[src/rtl/i2c_stat_pkg.sv]
package i2c_stat_pkg;
  localparam int REG_STAT  = 0;
  localparam int REG_XSTAT = 1;
  localparam int REG_MASK  = 2;
  localparam int REG_MODE  = 3;
  localparam int REG_XCTL  = 4;
  localparam int REG_LINE  = 5;
  localparam int NUM_REGS  = 6;

  localparam logic [7:0] MODE_KEEP = 8'h3D;
  localparam int MODE_GEN = 2;
  localparam int MODE_SLV = 3;
  localparam logic [3:0] LINE_RST = 4'hF;

  typedef struct packed {
    logic wrStat;
    logic wrXStat;
    logic wrMask;
    logic wrMode;
    logic wrXctl;
    logic wrLine;
    logic softRst;
    logic raiseIrq;
    logic setPend;
    logic clrPend;
    logic setErr;
    logic clrErr;
    logic setAbort;
    logic setHalt;
  } stat_strobes_t;
endpackage

[src/rtl/i2c_stat_ctrl.sv]
module i2c_stat_ctrl
  import i2c_stat_pkg::*;
#(
  parameter int ADDR_W = 3,
  parameter int CNT_W  = 3
) (
  input  logic              clk,
  input  logic              rstN,
  input  logic              wrEn,
  input  logic [ADDR_W-1:0] addr,
  input  logic              wrBit0,
  input  logic              evStart,
  input  logic              evDone,
  input  logic [CNT_W-1:0]  doneBytes,
  input  logic              evAbort,
  input  logic              evHalt,
  input  logic              evSlave,
  input  logic [3:0]        intMask,
  input  logic              gEn,
  output stat_strobes_t     stb
);
  logic [NUM_REGS-1:0] sel;
  logic [3:0] cause;

  for (genvar i = 0; i < NUM_REGS; i++) begin : g_dec
    assign sel[i] = wrEn && (addr == ADDR_W'(i));
  end

  assign cause = {evHalt, evSlave, evAbort, evDone && (doneBytes != '0)};

  always_comb begin
    stb          = '0;
    stb.wrStat   = sel[REG_STAT];
    stb.wrXStat  = sel[REG_XSTAT];
    stb.wrMask   = sel[REG_MASK];
    stb.wrMode   = sel[REG_MODE];
    stb.wrXctl   = sel[REG_XCTL];
    stb.wrLine   = sel[REG_LINE];
    stb.softRst  = sel[REG_XCTL] && wrBit0;
    stb.raiseIrq = gEn && ((cause & intMask) != 4'b0);
    stb.setPend  = evStart;
    stb.clrPend  = evDone || evAbort || evHalt;
    stb.setErr   = evAbort;
    stb.clrErr   = evStart;
    stb.setAbort = evAbort;
    stb.setHalt  = evHalt;
  end


  zero_byte_chk: assert property (@(posedge clk) disable iff (!rstN)
    (evDone && doneBytes == '0 && !evAbort && !evHalt && !evSlave) |-> !stb.raiseIrq);
endmodule

[src/rtl/i2c_stat_regs.sv]
module i2c_stat_regs
  import i2c_stat_pkg::*;
#(
  parameter int ADDR_W    = 3,
  parameter int BUF_DEPTH = 4,
  parameter int LVL_W     = $clog2(BUF_DEPTH + 1)
) (
  input  logic              clk,
  input  logic              rstN,
  input  stat_strobes_t     stb,
  input  logic [7:0]        wrData,
  input  logic [ADDR_W-1:0] addr,
  input  logic [LVL_W-1:0]  bufLevel,
  input  logic              busBusy,
  input  logic [3:0]        flagSet,
  output logic [7:0]        rdData,
  output logic [3:0]        intMask,
  output logic              gEn,
  output logic              irq,
  output logic              softResetPulse,
  output logic              slaveUnsupported
);
  logic stPend, stIrq, stErr, xAbort, xHalt, irqQ, softPulse;
  logic [7:0] modeQ;
  logic [3:0] maskQ, flagsQ, lineQ;
  logic bufFull, bufAny;

  assign bufFull = (bufLevel == LVL_W'(BUF_DEPTH));
  assign bufAny  = (bufLevel != '0);

  always_ff @(posedge clk or negedge rstN) begin
    if (!rstN) begin
      stPend <= 1'b0; stIrq <= 1'b0; stErr <= 1'b0;
      xAbort <= 1'b0; xHalt <= 1'b0;
      maskQ <= '0; modeQ <= '0; lineQ <= LINE_RST;
      flagsQ <= '0; irqQ <= 1'b0; softPulse <= 1'b0;
    end else begin
      softPulse <= stb.softRst;
      flagsQ <= (stb.wrXctl ? (flagsQ & ~wrData[7:4]) : flagsQ) | flagSet;
      if (stb.softRst) begin
        stPend <= 1'b0; stIrq <= 1'b0; stErr <= 1'b0;
        xAbort <= 1'b0; xHalt <= 1'b0;
        maskQ <= '0; modeQ <= '0; lineQ <= LINE_RST;
        irqQ <= 1'b0;
      end else begin
        if (stb.setPend)      stPend <= 1'b1;
        else if (stb.clrPend) stPend <= 1'b0;
        if (stb.setErr)       stErr <= 1'b1;
        else if (stb.clrErr)  stErr <= 1'b0;
        if (stb.raiseIrq)                    stIrq <= 1'b1;
        else if (stb.wrStat && wrData[1])    stIrq <= 1'b0;
        if (stb.raiseIrq)                                  irqQ <= 1'b1;
        else if (stb.wrStat && wrData[1] && modeQ[MODE_GEN]) irqQ <= 1'b0;
        if (stb.setAbort)                    xAbort <= 1'b1;
        else if (stb.wrXStat && wrData[0])   xAbort <= 1'b0;
        if (stb.setHalt)                     xHalt <= 1'b1;
        else if (stb.wrXStat && wrData[1])   xHalt <= 1'b0;
        if (stb.wrMask) maskQ <= wrData[3:0];
        if (stb.wrMode) modeQ <= wrData & MODE_KEEP;
        if (stb.wrLine) lineQ <= wrData[3:0];
      end
    end
  end

  always_comb begin
    case (addr)
      ADDR_W'(REG_STAT):  rdData = {2'b00, bufAny, bufFull, 1'b0, stErr, stIrq, stPend};
      ADDR_W'(REG_XSTAT): rdData = {1'b0, ~busBusy, 1'b0, busBusy, 2'b00, xHalt, xAbort};
      ADDR_W'(REG_MASK):  rdData = {4'h0, maskQ};
      ADDR_W'(REG_MODE):  rdData = modeQ;
      ADDR_W'(REG_XCTL):  rdData = {flagsQ, 4'h0};
      ADDR_W'(REG_LINE):  rdData = {4'h0, lineQ};
      default:            rdData = 8'h00;
    endcase
  end

  assign intMask          = maskQ;
  assign gEn              = modeQ[MODE_GEN];
  assign irq              = irqQ;
  assign softResetPulse   = softPulse;
  assign slaveUnsupported = modeQ[MODE_SLV];


  irq_rise_chk: assert property (@(posedge clk) disable iff (!rstN)
    $rose(irqQ) |-> stIrq);

  irq_drop_chk: assert property (@(posedge clk) disable iff (!rstN)
    (stb.wrStat && wrData[1] && gEn && !stb.raiseIrq && !stb.softRst) |=> !irqQ);

  soft_rst_chk: assert property (@(posedge clk) disable iff (!rstN)
    stb.softRst |=> (softPulse && lineQ == LINE_RST && modeQ == 8'h00 && !irqQ));

  set_wins_chk: assert property (@(posedge clk) disable iff (!rstN)
    (stb.raiseIrq && !stb.softRst) |=> (irqQ && stIrq));
endmodule

[src/rtl/i2c_stat_irq.sv]
module i2c_stat_irq
  import i2c_stat_pkg::*;
#(
  parameter int ADDR_W    = 3,
  parameter int BUF_DEPTH = 4,
  parameter int CNT_W     = 3,
  parameter int LVL_W     = $clog2(BUF_DEPTH + 1)
) (
  input  logic              clk,
  input  logic              rstN,
  input  logic              wrEn,
  input  logic [ADDR_W-1:0] addr,
  input  logic [7:0]        wrData,
  output logic [7:0]        rdData,
  input  logic              evStart,
  input  logic              evDone,
  input  logic [CNT_W-1:0]  doneBytes,
  input  logic              evAbort,
  input  logic              evHalt,
  input  logic              evSlave,
  input  logic [LVL_W-1:0]  bufLevel,
  input  logic              busBusy,
  input  logic [3:0]        flagSet,
  output logic              irq,
  output logic              softResetPulse,
  output logic              slaveUnsupported
);
  stat_strobes_t stb;
  logic [3:0] intMask;
  logic gEn;

  i2c_stat_ctrl #(.ADDR_W(ADDR_W), .CNT_W(CNT_W)) u_ctrl (
    .clk(clk), .rstN(rstN), .wrEn(wrEn), .addr(addr), .wrBit0(wrData[0]),
    .evStart(evStart), .evDone(evDone), .doneBytes(doneBytes),
    .evAbort(evAbort), .evHalt(evHalt), .evSlave(evSlave),
    .intMask(intMask), .gEn(gEn), .stb(stb)
  );

  i2c_stat_regs #(.ADDR_W(ADDR_W), .BUF_DEPTH(BUF_DEPTH), .LVL_W(LVL_W)) u_regs (
    .clk(clk), .rstN(rstN), .stb(stb), .wrData(wrData), .addr(addr),
    .bufLevel(bufLevel), .busBusy(busBusy), .flagSet(flagSet),
    .rdData(rdData), .intMask(intMask), .gEn(gEn), .irq(irq),
    .softResetPulse(softResetPulse), .slaveUnsupported(slaveUnsupported)
  );
endmodule

[config.mk]
export PLATFORM = sky130hd
export DESIGN_NAME = i2c_stat_irq
export DESIGN_NICKNAME = d
export VERILOG_FILES = /design/src/rtl/i2c_stat_pkg.sv /design/src/rtl/i2c_stat_ctrl.sv /design/src/rtl/i2c_stat_regs.sv /design/src/rtl/i2c_stat_irq.sv
export SDC_FILE = /design/constraint.sdc
export NUM_CORES = 1
export LEC_CHECK = 0
export BUFFER_PORTS_ARGS = -buffer_cell sky130_fd_sc_hd__buf_2
export CORE_UTILIZATION = 45
export DETAILED_ROUTE_END_ITERATION = 8
export HOLD_SLACK_MARGIN = 0.05
export PLACE_DENSITY = 0.81
export SETUP_SLACK_MARGIN = 0.05
export SYNTH_ARGS = -nofsm -noshare
export SYNTH_HDL_FRONTEND = slang
export SYNTH_SLANG_ARGS = --single-unit
[constraint.sdc]
create_clock -name clk -period 1.2 [get_ports clk]
set_clock_uncertainty 0.15 [all_clocks]
set_input_delay 0.06 -clock clk [delete_from_list [all_inputs] [get_ports clk]]
set_output_delay 0.06 -clock clk [all_outputs]
set_load 0.05 [all_outputs]
==> impl_metrics.ini <==
[power_and_ir_drop]
p_clk_share_pct = 16.2
powerDensity_nw_per_um2 = 1100
intPower_w = 0.00153
comb_power_share_pct = 38.5
switchingPower_w = 0.000818
irDropWorstVdd_v = 0.00103
switching_share_pct = 34.9
pwr-share-seq_pct = 45.3
p_leak_nw = 1.00
total_power_w = 0.00234

[setup_path]
crit_slowest_cell = dfrtp_1
cp-start-kind = flop
path_class = reg2out
cp_data_arrival_time_ns = 1.44
worst-r2r-cell-count = 4
path_cells = mux2_4 -> a22o_4 -> buf_8
worst_path_largest_cell_delay_ns = 0.44
critPathCapture = rdData[0]
r2r_end = u_regs.stIrq
cp.required_ns = 0.99
path_depth = 3
cp_top_family = flip-flops
critPathCaptureType = primary output
crit_start = u_regs.intMask[0]
r2r_slack_ns = -0.29
crit_fanout = 3
path_buf_inv = 1
r2r_start = u_regs.intMask[1]

[sta]
fin_crit_ns = 1.65
rsz0062_at_grt = true
setup_violations = 10
maxSlewHeadroom_pct = 63.8
timing.final.crit_share_pct = 137
finalSetupTns_ns = -2.54
drv_slew = 0
hold_violations = 0
finalWorstSetupSlack_ns = -0.448
clock.fmax_ghz = 0.607
worstMarginPinSlew_ns = 0.544

[detailed_routing]
drt-vias-per-instance = 5.77
ant_nets = 0
drt-initial-drc-count = 40
wl_met3_um = 210
wl_per_cell_um = 17.4
routed_wl_um = 4170
route.vias.total = 1385
drc = 0
met2_length_um = 2070
dr.pass1.iters = 4
met1Wirelength_um = 1760
highest_layer = met4

[clocking]
clkSlewWorstSetupHoldPaths_ns = 0.14
cts_tree = yes
cts.sinks = 24
clock_latency_ns = 0.32
numCtsBuffers = 3
clockBufferDepth = 2
cts_htree_levels = 1
cts_root_buffer = clkbuf_4

[final_layout]
diodes = 0
drive_above_1_share_pct = 45.0
final_cells = 240
stdcell_area_um2 = 2120
mostFrequentLayoutCells = 27 x buf_2, 23 x buf_4, 20 x dlygate4sd3_1, 19 x dfrtp_1
layout.nets = 240
final_common_cell = buf_2
area_delta_synth_final_pct = 64.6

[global_route]
grt_max_degree = 25
grt_usage_pct = 28.4
grt_first_pass_wirelength_um = 6690
overflow = 0
grt_antenna_before_repair = 0
grt_pass1_vias = 1425

[placed_design]
port_buffers = 40
gp_congestion = 0.812
post-place-ws_ns = -0.321
hpwlAfterDp_um = 2510
dpl_cell_area_um2 = 1700
dp_cells = 211

[yosys]
synth_edf_count = 0
ys_types = 33
ys_ff_latch = 24
synthFlopType = dfrtp_1
syn_area_per_cell_um2 = 9.99
netlist_instances = 129
synth.cell_area_um2 = 1290
yosysSeqAreaShare_pct = 47.0
synth_warnings = 0
async_flop_share_pct = 100
synth_nets = 159

[die]
core-area_um2 = 2730
io-pin-count = 41
dieArea_um2 = 3080
initial_core_util_pct = 47.1
fp.dieH_um = 55.5
die_w_um = 55.5
rows = 19

[run_status]
violations = setup timing
outcome = complete, but fails checks

[worst_hold_path]
hold_path.class = in2reg

[run]
cap_violations = 0
[registers in the layout, indices dropped and copies added, names as in the netlist]
| signal | flops |
|---|---|
| u_regs.intMask | 4 |
| u_regs.flagsQ | 4 |
| u_regs.modeQ | 5 |
| u_regs.softResetPulse | 1 |
| u_regs.stIrq | 1 |
| u_regs.irq | 1 |
| u_regs.xAbort | 1 |
| u_regs.xHalt | 1 |
| u_regs.lineQ | 4 |
| u_regs.stPend | 1 |
| u_regs.stErr | 1 |
[metal layers]
metal  global-route usage, %  vias to the layer above
li1                        -                      626
met1                    37.0                      689
met2                    47.2                       56
met3                    2.81                       14
met4                    14.3                        0
met5                       0                        -
[area by class of cell]
| class | count | area (µm²) |
|---|---|---|
| repair buffers | 84 | 684 |
| inverters | 5 | 18.8 |
| well taps | 31 | 38.8 |
| fillers | 163 | 613 |
| clock buffers | 4 | 26.3 |
| multi-input cells | 92 | 746 |
| flip-flops and latches | 24 | 607 |
[cell usage after synthesis, drive strengths merged, types with 2 or more instances]
cell type	n	share of area (%)
o2bb2ai	3	2.0
clkbuf	3	0.87
nand3	4	1.6
a21o	5	2.9
mux2i	15	12
nand2	14	4.1
buf	5	2.5
a21oi	6	2.3
nand3b	3	1.7
nor2b	2	0.97
nand2b	2	0.97
o21ai	4	1.6
nand4b	3	2.0
and4bb	2	1.9
dfstp	4	8.2
nor2	14	4.1
a22o	3	2.0
mux2	2	1.7
dfrtp	20	39
inv	5	1.5
[through the flow]
stage / util (%) / hold slack [ns]
after floorplan: - / -0.386
after global placement: 62.3 / -0.0837
after detailed placement: 62.3 / -0.0754
after CTS: 75.2 / 0.0456
after global routing: 77.6 / 0.0857
final: 77.6 / 0.0712
[worst register-to-register path: cells and delay by family, from the launching register on]
family                 cells  cell delay [ns]
buffers and inverters      1             0.13
AO/OA/AOI/OAI              3             0.69
flip-flops                 1             0.42
[what timing repair did]
action	in CTS	in global routing
pin swaps	11	3
resized for setup	32	9
endpoints found under the hold margin	46	0
setup endpoints to repair	12	14
hold buffers	20	0
setup buffers	2	3
[kinds of logic (layout without fill, tap and decap cells)]
family	count (synthesis)	count (layout)	synth area share, %
flip-flops	24	24	47.0
AND/OR/NAND/NOR	48	48	19.8
AO/OA/AOI/OAI	27	27	15.0
buffers and inverters	13	93	4.85
multiplexers	17	17	13.4
[worst min-delay path by stage]
stage | from | endpoint | slack [ns] | cells after the start
3_3_place_gp | rstN | u_regs.flagsQ[2] | -0.08 | 1
5_1_grt | wrData[1] | u_regs.irq | 0.09 | 4
3_5_place_dp | rstN | u_regs.flagsQ[2] | -0.08 | 1
4_1_cts | wrData[1] | u_regs.irq | 0.05 | 4
2_1_floorplan | rstN | u_regs.flagsQ[0] | -0.39 | 0
6_report | wrData[1] | u_regs.stIrq | 0.07 | 4
[power groups by stage]
stage,Sequential [W],Combinational [W],Clock [W]
6_report,0.00106,0.000903,0.000379
3_3_place_gp,0.00105,0.000672,0
2_1_floorplan,0.00110,0.000422,0
4_1_cts,0.00105,0.000856,0.000382
3_5_place_dp,0.00106,0.000697,0
5_1_grt,0.00107,0.000961,0.000410
(Power assumes the default switching activity.)
